$ cat src/rtl/cfgw_pkg.sv
package cfgw_pkg;
  localparam int WORD_W  = 16;
  localparam int GAIN_W  = 3;
  localparam int B_PRE   = 0;
  localparam int B_MUX   = 1;
  localparam int B_DHP   = 2;
  localparam int B_AHP   = 3;
  localparam int B_PWA   = 4;
  localparam int B_PWD   = 5;
  localparam int B_RSV   = 6;
  localparam int B_GAIN  = 7;
  localparam int B_TOPFD = B_GAIN + GAIN_W;

  typedef enum logic [1:0] {
    K_DATA  = 2'd0,
    K_WRITE = 2'd1,
    K_REQ   = 2'd2,
    K_RDY   = 2'd3
  } kind_e;

  typedef enum logic [1:0] {
    RB_IDLE = 2'd0,
    RB_WAIT = 2'd1,
    RB_SEND = 2'd2
  } rb_state_e;

  typedef struct packed {
    logic [GAIN_W-1:0] gain;
    logic              pwr_dig;
    logic              pwr_ana;
    logic              adc_hp_byp;
    logic              dac_hp_byp;
    logic              mux_aux;
    logic              pre_on;
  } cfg_t;
endpackage

$ cat src/rtl/cfgw_classify.sv
module cfgw_classify
  import cfgw_pkg::*;
(
  input  logic  is_data,
  input  logic  msb,
  input  logic  lsb,
  output kind_e kind
);
  always_comb begin
    if (is_data)      kind = K_DATA;
    else if (!msb)    kind = K_WRITE;
    else if (!lsb)    kind = K_REQ;
    else              kind = K_RDY;
  end
endmodule

$ cat src/rtl/cfgw_cfg_reg.sv
module cfgw_cfg_reg
  import cfgw_pkg::*;
#(
  parameter int DB_W         = 6,
  parameter int GAIN_TOP_DB  = 6,
  parameter int GAIN_STEP_DB = 3
) (
  input  logic                   clk,
  input  logic                   rst_n,
  input  logic                   wr_en,
  input  cfg_t                   wr_cfg,
  output cfg_t                   cfg,
  output logic                   pwr_start,
  output logic signed [DB_W-1:0] gain_db
);
  localparam logic signed [DB_W-1:0] TOP_S  = DB_W'(GAIN_TOP_DB);
  localparam logic signed [DB_W-1:0] STEP_S = DB_W'(GAIN_STEP_DB);

  logic both_now, both_new;
  logic [DB_W-1:0] code_ext;

  assign both_now = cfg.pwr_ana & cfg.pwr_dig;
  assign both_new = wr_cfg.pwr_ana & wr_cfg.pwr_dig;

  always_ff @(posedge clk or negedge rst_n) begin
    if (!rst_n) begin
      cfg       <= '0;
      pwr_start <= 1'b0;
    end else begin
      pwr_start <= wr_en & both_new & ~both_now;
      if (wr_en) cfg <= wr_cfg;
    end
  end

  assign code_ext = {{(DB_W-GAIN_W){1'b0}}, cfg.gain};
  assign gain_db  = TOP_S - STEP_S * $signed(code_ext);
endmodule

$ cat src/rtl/cfgw_dac_hold.sv
module cfgw_dac_hold #(
  parameter int W = 16
) (
  input  logic         clk,
  input  logic         rst_n,
  input  logic         load,
  input  logic [W-1:0] din,
  input  logic         tick,
  output logic [W-1:0] hold,
  output logic         frame_valid,
  output logic [W-1:0] frame_word,
  output logic         frame_fresh
);
  logic fresh_q;

  always_ff @(posedge clk or negedge rst_n) begin
    if (!rst_n) begin
      hold        <= '0;
      fresh_q     <= 1'b0;
      frame_valid <= 1'b0;
      frame_word  <= '0;
      frame_fresh <= 1'b0;
    end else begin
      if (load) hold <= din;
      fresh_q     <= tick ? 1'b0 : (fresh_q | load);
      frame_valid <= tick;
      if (tick) begin
        frame_word  <= load ? din : hold;
        frame_fresh <= fresh_q | load;
      end
    end
  end
endmodule

$ cat src/rtl/cfgw_readback.sv
module cfgw_readback
  import cfgw_pkg::*;
#(
  parameter int W = 16
) (
  input  logic         clk,
  input  logic         rst_n,
  input  logic         req_in,
  input  logic         rdy_in,
  input  logic [W-1:0] reg_word,
  input  logic         rb_ready,
  output logic         rb_valid,
  output logic [W-1:0] rb_word,
  output logic         pending,
  output logic         stall
);
  rb_state_e state;

  always_ff @(posedge clk or negedge rst_n) begin
    if (!rst_n) begin
      state   <= RB_IDLE;
      rb_word <= '0;
    end else begin
      unique case (state)
        RB_IDLE: if (req_in) state <= RB_WAIT;
        RB_WAIT: if (rdy_in) begin
          state   <= RB_SEND;
          rb_word <= reg_word;
        end
        RB_SEND: if (rb_ready) state <= RB_IDLE;
        default: state <= RB_IDLE;
      endcase
    end
  end

  assign rb_valid = (state == RB_SEND);
  assign stall    = (state == RB_SEND);
  assign pending  = (state != RB_IDLE);
endmodule

$ cat src/rtl/cfg_word_router.sv
module cfg_word_router
  import cfgw_pkg::*;
#(
  parameter int W            = WORD_W,
  parameter int DB_W         = 6,
  parameter int GAIN_TOP_DB  = 6,
  parameter int GAIN_STEP_DB = 3
) (
  input  logic                   clk,
  input  logic                   rst_n,
  input  logic                   in_valid,
  output logic                   in_ready,
  input  logic                   in_is_data,
  input  logic [W-1:0]           in_word,
  input  logic                   frame_tick,
  output logic [W-1:0]           dac_hold_word,
  output logic                   dac_frame_valid,
  output logic [W-1:0]           dac_frame_word,
  output logic                   dac_frame_fresh,
  output logic                   pre_on,
  output logic                   mux_aux,
  output logic                   dac_hp_byp,
  output logic                   adc_hp_byp,
  output logic                   pwr_ana,
  output logic                   pwr_dig,
  output logic [GAIN_W-1:0]      gain_code,
  output logic signed [DB_W-1:0] gain_db,
  output logic                   pwr_start,
  output logic                   rb_pending,
  output logic                   rb_valid,
  input  logic                   rb_ready,
  output logic [W-1:0]           rb_word
);
  localparam int RSV_HI_W = W - B_TOPFD;

  kind_e    kind;
  logic     accept, stall;
  cfg_t     wr_cfg, cfg;
  logic [W-1:0] reg_word;

  cfgw_classify u_cls (
    .is_data (in_is_data),
    .msb     (in_word[W-1]),
    .lsb     (in_word[B_PRE]),
    .kind    (kind)
  );

  assign in_ready = ~stall;
  assign accept   = in_valid & in_ready;

  always_comb begin
    wr_cfg.pre_on     = in_word[B_PRE];
    wr_cfg.mux_aux    = in_word[B_MUX];
    wr_cfg.dac_hp_byp = in_word[B_DHP];
    wr_cfg.adc_hp_byp = in_word[B_AHP];
    wr_cfg.pwr_ana    = in_word[B_PWA];
    wr_cfg.pwr_dig    = in_word[B_PWD];
    wr_cfg.gain       = in_word[B_GAIN +: GAIN_W];
  end

  cfgw_cfg_reg #(
    .DB_W(DB_W), .GAIN_TOP_DB(GAIN_TOP_DB), .GAIN_STEP_DB(GAIN_STEP_DB)
  ) u_reg (
    .clk       (clk),
    .rst_n     (rst_n),
    .wr_en     (accept && kind == K_WRITE),
    .wr_cfg    (wr_cfg),
    .cfg       (cfg),
    .pwr_start (pwr_start),
    .gain_db   (gain_db)
  );

  cfgw_dac_hold #(.W(W)) u_dac (
    .clk         (clk),
    .rst_n       (rst_n),
    .load        (accept && kind == K_DATA),
    .din         (in_word),
    .tick        (frame_tick),
    .hold        (dac_hold_word),
    .frame_valid (dac_frame_valid),
    .frame_word  (dac_frame_word),
    .frame_fresh (dac_frame_fresh)
  );

  assign reg_word = {{RSV_HI_W{1'b0}}, cfg.gain, 1'b0, cfg.pwr_dig, cfg.pwr_ana,
                     cfg.adc_hp_byp, cfg.dac_hp_byp, cfg.mux_aux, cfg.pre_on};

  cfgw_readback #(.W(W)) u_rb (
    .clk      (clk),
    .rst_n    (rst_n),
    .req_in   (accept && kind == K_REQ),
    .rdy_in   (accept && kind == K_RDY),
    .reg_word (reg_word),
    .rb_ready (rb_ready),
    .rb_valid (rb_valid),
    .rb_word  (rb_word),
    .pending  (rb_pending),
    .stall    (stall)
  );

  assign pre_on     = cfg.pre_on;
  assign mux_aux    = cfg.mux_aux;
  assign dac_hp_byp = cfg.dac_hp_byp;
  assign adc_hp_byp = cfg.adc_hp_byp;
  assign pwr_ana    = cfg.pwr_ana;
  assign pwr_dig    = cfg.pwr_dig;
  assign gain_code  = cfg.gain;
endmodule

$ cat config.mk
export PLATFORM = sky130hd
export DESIGN_NAME = cfg_word_router
export DESIGN_NICKNAME = d
export VERILOG_FILES = /design/src/rtl/cfgw_pkg.sv /design/src/rtl/cfgw_classify.sv /design/src/rtl/cfgw_cfg_reg.sv /design/src/rtl/cfgw_dac_hold.sv /design/src/rtl/cfgw_readback.sv /design/src/rtl/cfg_word_router.sv
export SDC_FILE = /design/constraint.sdc
export NUM_CORES = 1
export LEC_CHECK = 0
export BUFFER_PORTS_ARGS = -buffer_cell sky130_fd_sc_hd__buf_2
export CELL_PAD_IN_SITES_DETAIL_PLACEMENT = 1
export CELL_PAD_IN_SITES_GLOBAL_PLACEMENT = 1
export CORE_AREA = 2 2 86 88
export CTS_BUF_LIST = sky130_fd_sc_hd__clkbuf_16
export CTS_CLUSTER_DIAMETER = 80
export CTS_CLUSTER_SIZE = 14
export DETAILED_ROUTE_END_ITERATION = 16
export DIE_AREA = 0 0 88 90
export MAX_ROUTING_LAYER = met4
export PLACE_DENSITY = 0.85
export SLEW_MARGIN = 10
export SYNTH_ARGS = -nofsm -noshare
export SYNTH_HDL_FRONTEND = slang
export SYNTH_HIERARCHICAL = 1
export SYNTH_SLANG_ARGS = --single-unit
$ cat constraint.sdc
create_clock -name clk -period 2.18 [get_ports clk]
set_input_delay 0.218 -clock clk [delete_from_list [all_inputs] [get_ports clk]]
set_output_delay 0.218 -clock clk [all_outputs]
set_load 0.005 [all_outputs]
# Word level (Yosys, flattened, before mapping)
# Cells that the tools add are included.
# classes
addsub,1
multipliers,1
n_eq_ne,8
muxes,9
bitwise,8
reduce_logical,9
# ops
op,count
$mux W16,1
$mux W2,5
$eq A2 B2 Y1 const B,3
$pmux W2 S3,1
$sub A4 B6 Y6 const A,1
$and A1 B1 Y1,5
$mul A2 B3 Y5 const A,1
$eq A2 B1 Y1 const B,2
$logic_and A1 B1 Y1,4
$logic_not A2 Y1,2
$ne A2 B1 Y1 const B,2
$reduce_and A3 Y1,1
$mux W1,2
$ne A2 B2 Y1 const B,1
$not A1 Y1,2
$reduce_and A2 Y1,1
$reduce_bool A2 Y1,1
$or A1 B1 Y1,1
# totals
register_bits,56
inputBits,22
output_inout_bits,69
elab_cells,51

# Longest topological paths before layout
# depth
word_depth,7
ltp_mapped,8
mapped_depth_nobuf,7

# Modules after synthesis
# Netlist, hierarchy kept.
# modules_own_cells
module,n_inst,cells_each,area_per_inst_um2,seq_area_each_um2
cfgw_dac_hold,1,75,1363.8,875.8
cfgw_readback,1,44,743.2,450.4
cfgw_cfg_reg,1,45,534.3,250.2
cfg_word_router,1,6,58.8,0.0
cfgw_classify,1,3,15.0,0.0

# Worst setup path before layout
# Ideal clock, no wire load.
# synth_timing
path_kind,register to register
start,reg u_rb.state[0]
end,reg u_dac.frame_word[10]
setup_time_ps,125
arrival_ps,1842
required_time_ps,2055
setup_slack_ps,213
path_stages_with_launch,9
path_buffers,3
synth_period_minus_slack_ps,1967
cell_sequence,dfrtp_1 > nand2b_1 > inv_1 > buf_4 > nor4b_2 > buf_6 > buf_12 > mux2_4 > mux2_4
# synth_via
elab_chain_cells,5
# synth_rtl
element,line,source
start: declaration,cfgw_readback.sv:17,rb_state_e state;
start signal: assignment,cfgw_readback.sv:21,state <= RB_IDLE;
start signal: assignment,cfgw_readback.sv:25,RB_IDLE: if (req_in) state <= RB_WAIT;
start signal: assignment,cfgw_readback.sv:27,state <= RB_SEND;
$eq A2 B2 Y1,--,
net rb_valid,cfg_word_router.sv:30,"output logic rb_valid,"
$not A1 Y1,cfg_word_router.sv:48,assign in_ready = ~stall;
$and A1 B1 Y1,cfg_word_router.sv:49,assign accept = in_valid & in_ready;
$logic_and A1 B1 Y1,cfg_word_router.sv:76,".load (accept && kind == K_DATA),"
$mux W16,--,
end signal: assignment,cfgw_dac_hold.sv:28,frame_word <= load ? din : hold;
end: declaration,cfgw_dac_hold.sv:11,"output logic [W-1:0] frame_word,"
# The timed path passes the listed nets, and every way through them passes these cells.
# A chain may end at the register's enable or synchronous reset.

# Worst setup path in the final report
# layout_timing
start,"reg, netlist name u_reg/cfg[8]"
end,out gain_db[3]
# layout_via
elab_chain_cells,2
# layout_rtl
element,line,source
$mul A2 B3 Y5,cfgw_cfg_reg.sv:36,assign gain_db = TOP_S - STEP_S * $signed(code_ext);
$sub A4 B6 Y6,cfgw_cfg_reg.sv:36,
end: declaration,cfg_word_router.sv:27,"output logic signed [DB_W-1:0] gain_db,"
# No other way between the ends.

==> impl_metrics.ini <==
[status]
outcome = finished, final reports clean

[power]
p_leak_nw = 1.915
peakVddDrop_mv = 0.4666
pwr_density_cell_nw_per_um2 = 1190

[sta]
max_slew.worst_pin.slew_ps = 712.7
slew_viol_final = 0
setup_viol = 0
hold_viol = 0
hold_ws_ps = 94.26
max_freq_mhz = 479.9
fin_setup_tns_ps = 0
rsz0062_at_grt = false
fin_crit_ps = 2084
skew_ps = 5.503
slew_headroom = 0.5249
setup_slack_ps = 96.27
fin_crit_sh = 0.9558

[grt]
antenna_found_initial = 0
grt_pass1_vias = 1914
grt_max_degree = 30
met2_usage = 0.2734
use_met3 = 0.03581
gr-max-usage-layer = met2
grt_overflow_total = 0
grt_use_met1 = 0.1824
track_usage = 0.1612
grt_pass1_wl_mm = 9.535

[route]
routed_wirelength_mm = 5.970
drc = 0
firstDrtPassIters = 4
num_vias = 1737
vias_per_cell = 4.535
wire_per_inst_um = 15.59
drt_iter0_markers = 42
ant_nets = 0

[cells_and_area]
diodes = 0
instances_no_fill = 383
final_nets = 308
drive_gt1_frac = 0.6232
area_growth_pct = 35.30
n_fill_cell = 734
layout_commonest_cell = buf_2
final_cell_mix = 90 x buf_2, 61 x dfrtp_1, 30 x mux2_4

[hold_path]
hp-start = rb_ready
hold_path.class = in -> reg

[clock_network]
path_clk_slew_ps = 50
cts_max_path_buffers = 2
root_buffer = clkbuf_16
htreeDepth = 3
clock_sinks = 63
cts_tree = done
cts_made_buffers = 9
clkLatencyLatePin_ps = 310

[floorplan]
die_area_um2 = 7920
start_util = 0.3867
coreArea_um2 = 7020
die_h_um = 90
ios = 91
die_x_um = 88
core.rowCount = 31

[setup_path]
critPathLaunch = u_reg/cfg[8]$_DFFE_PN0P_
critical_path.max_fanout = 3
r2r-start = u_rb/state[0]$_DFFE_PN0P_
startpoint_type = flip-flop
crit_arrival_ps = 1870
end_kind = primary output
crit_required_ps = 1960
path_class = reg -> out

[synthesis]
avgSynthCellArea_um2 = 15.69
netlist_instances = 173
ys_seq_area_frac = 0.5806
synth_edf_count = 0
ys.flop_type = dfrtp_1
ys_seq_elements = 63
synth_warnings = 6
synth_cell_types = 26
netlist_area_um2 = 2715
async_reset_ff_frac = 1.000

[placement]
dpl.cell_count = 363
dp_hpwl_mm = 4.278
place_congestion = 0.7977
numPortBuffers = 90
pre_cts_ws_ps = 179.0

[run]
maxCapViolations = 0
-- sequential cells by signal, summed over array words and instances, names as in the netlist --
| register | count |
|---|---|
| u_dac/frame_word | 16 |
| u_dac/hold | 16 |
| u_rb/rb_word | 16 |
| u_reg/cfg | 9 |
| u_rb/state | 2 |
| u_dac/frame_fresh | 1 |
| u_dac/frame_valid | 1 |
| u_dac/fresh_q | 1 |
| u_reg/pwr_start | 1 |
-- metal layers --
metal	up-vias	wire length [um]
li1	801	-
met1	880	2463
met2	48	3159
met3	8	268
met4	0	78
met5	-	0
-- critical path, cell delays in order, from the launching register on --
cell,delay [ps]
dfrtp_1,360
inv_2,70
ha_4,280
inv_1,50
fa_1,400
inv_1,70
ha_1,210
buf_2,120
-- layout make-up --
class | instances | area (um2) | share of cell area
inverter | 11 | 41.29 | 0.01124
clock inverter | 7 | 111.4 | 0.03031
timing repair buffer | 97 | 530.5 | 0.1444
multi-input combinational | 97 | 1062 | 0.2892
clock buffer | 9 | 225.2 | 0.06131
tap | 99 | 123.9 | 0.03372
sequential | 63 | 1579 | 0.4298
-- report_power, final --
| part | switching [mW] | internal (mW) | leakage (nW) |
|---|---|---|---|
| Combinational | 0.432 | 0.672 | 0.986 |
| Clock | 0.490 | 1.11 | 0.164 |
| Sequential | 0.189 | 1.48 | 0.765 |
-- cell usage after synthesis, types with 2 or more instances --
cell       n  area (um2)
dfrtp_1   63        1577
mux2_4    30       450.4
mux2_2    24       270.3
inv_1     11       41.29
ha_1       6       75.07
a21oi_1    5       25.02
nor2_1     4       15.01
o21ai_0    4       20.02
buf_4      3       22.52
buf_6      3       33.78
nand2_1    3       11.26
and4bb_2   2       25.02
nand2b_1   2       12.51
-- kinds of logic after synthesis --
family,Yosys count,share of synthesized area
AND/OR/NAND/NOR,18,0.04977
multiplexers,54,0.2654
flip-flops,63,0.5806
XOR/XNOR,1,0.003226
adder cells (fa/ha/maj),7,0.03502
buffers and inverters,19,0.04516
other,1,0.001381
AO/OA/AOI/OAI,10,0.01935
-- through the flow --
stage                     cell area [um2]  total power, mW  utilization
after floorplan                      2738            2.246            -
after detailed placement             3287            2.770       0.4682
after CTS                            3662            4.427       0.5217
final                                3674            4.371       0.5233
after global routing                 3674            4.618       0.5233
after global placement               3287            2.707       0.4682
-- what timing repair did --
action,CTS,global route
resized for setup,2,5
endpoints found under the hold margin,27,0
endpoints found under the setup margin,4,3
buffers inserted,2,1
hold buffers,1,0
cloned,0,0
pin swaps,0,0
-- worst paths after layout --
kind / endpoint / slack, ps / cells past startpoint
worst max-delay path: gain_db[3] / 100 / 7
worst min-delay path: u_rb/state[1]$_DFFE_PN0P_ / 90 / 2
worst max register to register: u_dac/frame_word[1]$_DFFE_PN0P_ / 200 / 6
worst min register to register: u_dac/fresh_q$_DFF_PN0_ / 480 / 2
max in group asynchronous: u_dac/frame_word[0]$_DFFE_PN0P_ / 1030 / 3
min in group asynchronous: u_dac/hold[4]$_DFF_PN0_ / 500 / 2
Power figures use the tool's default switching activity.
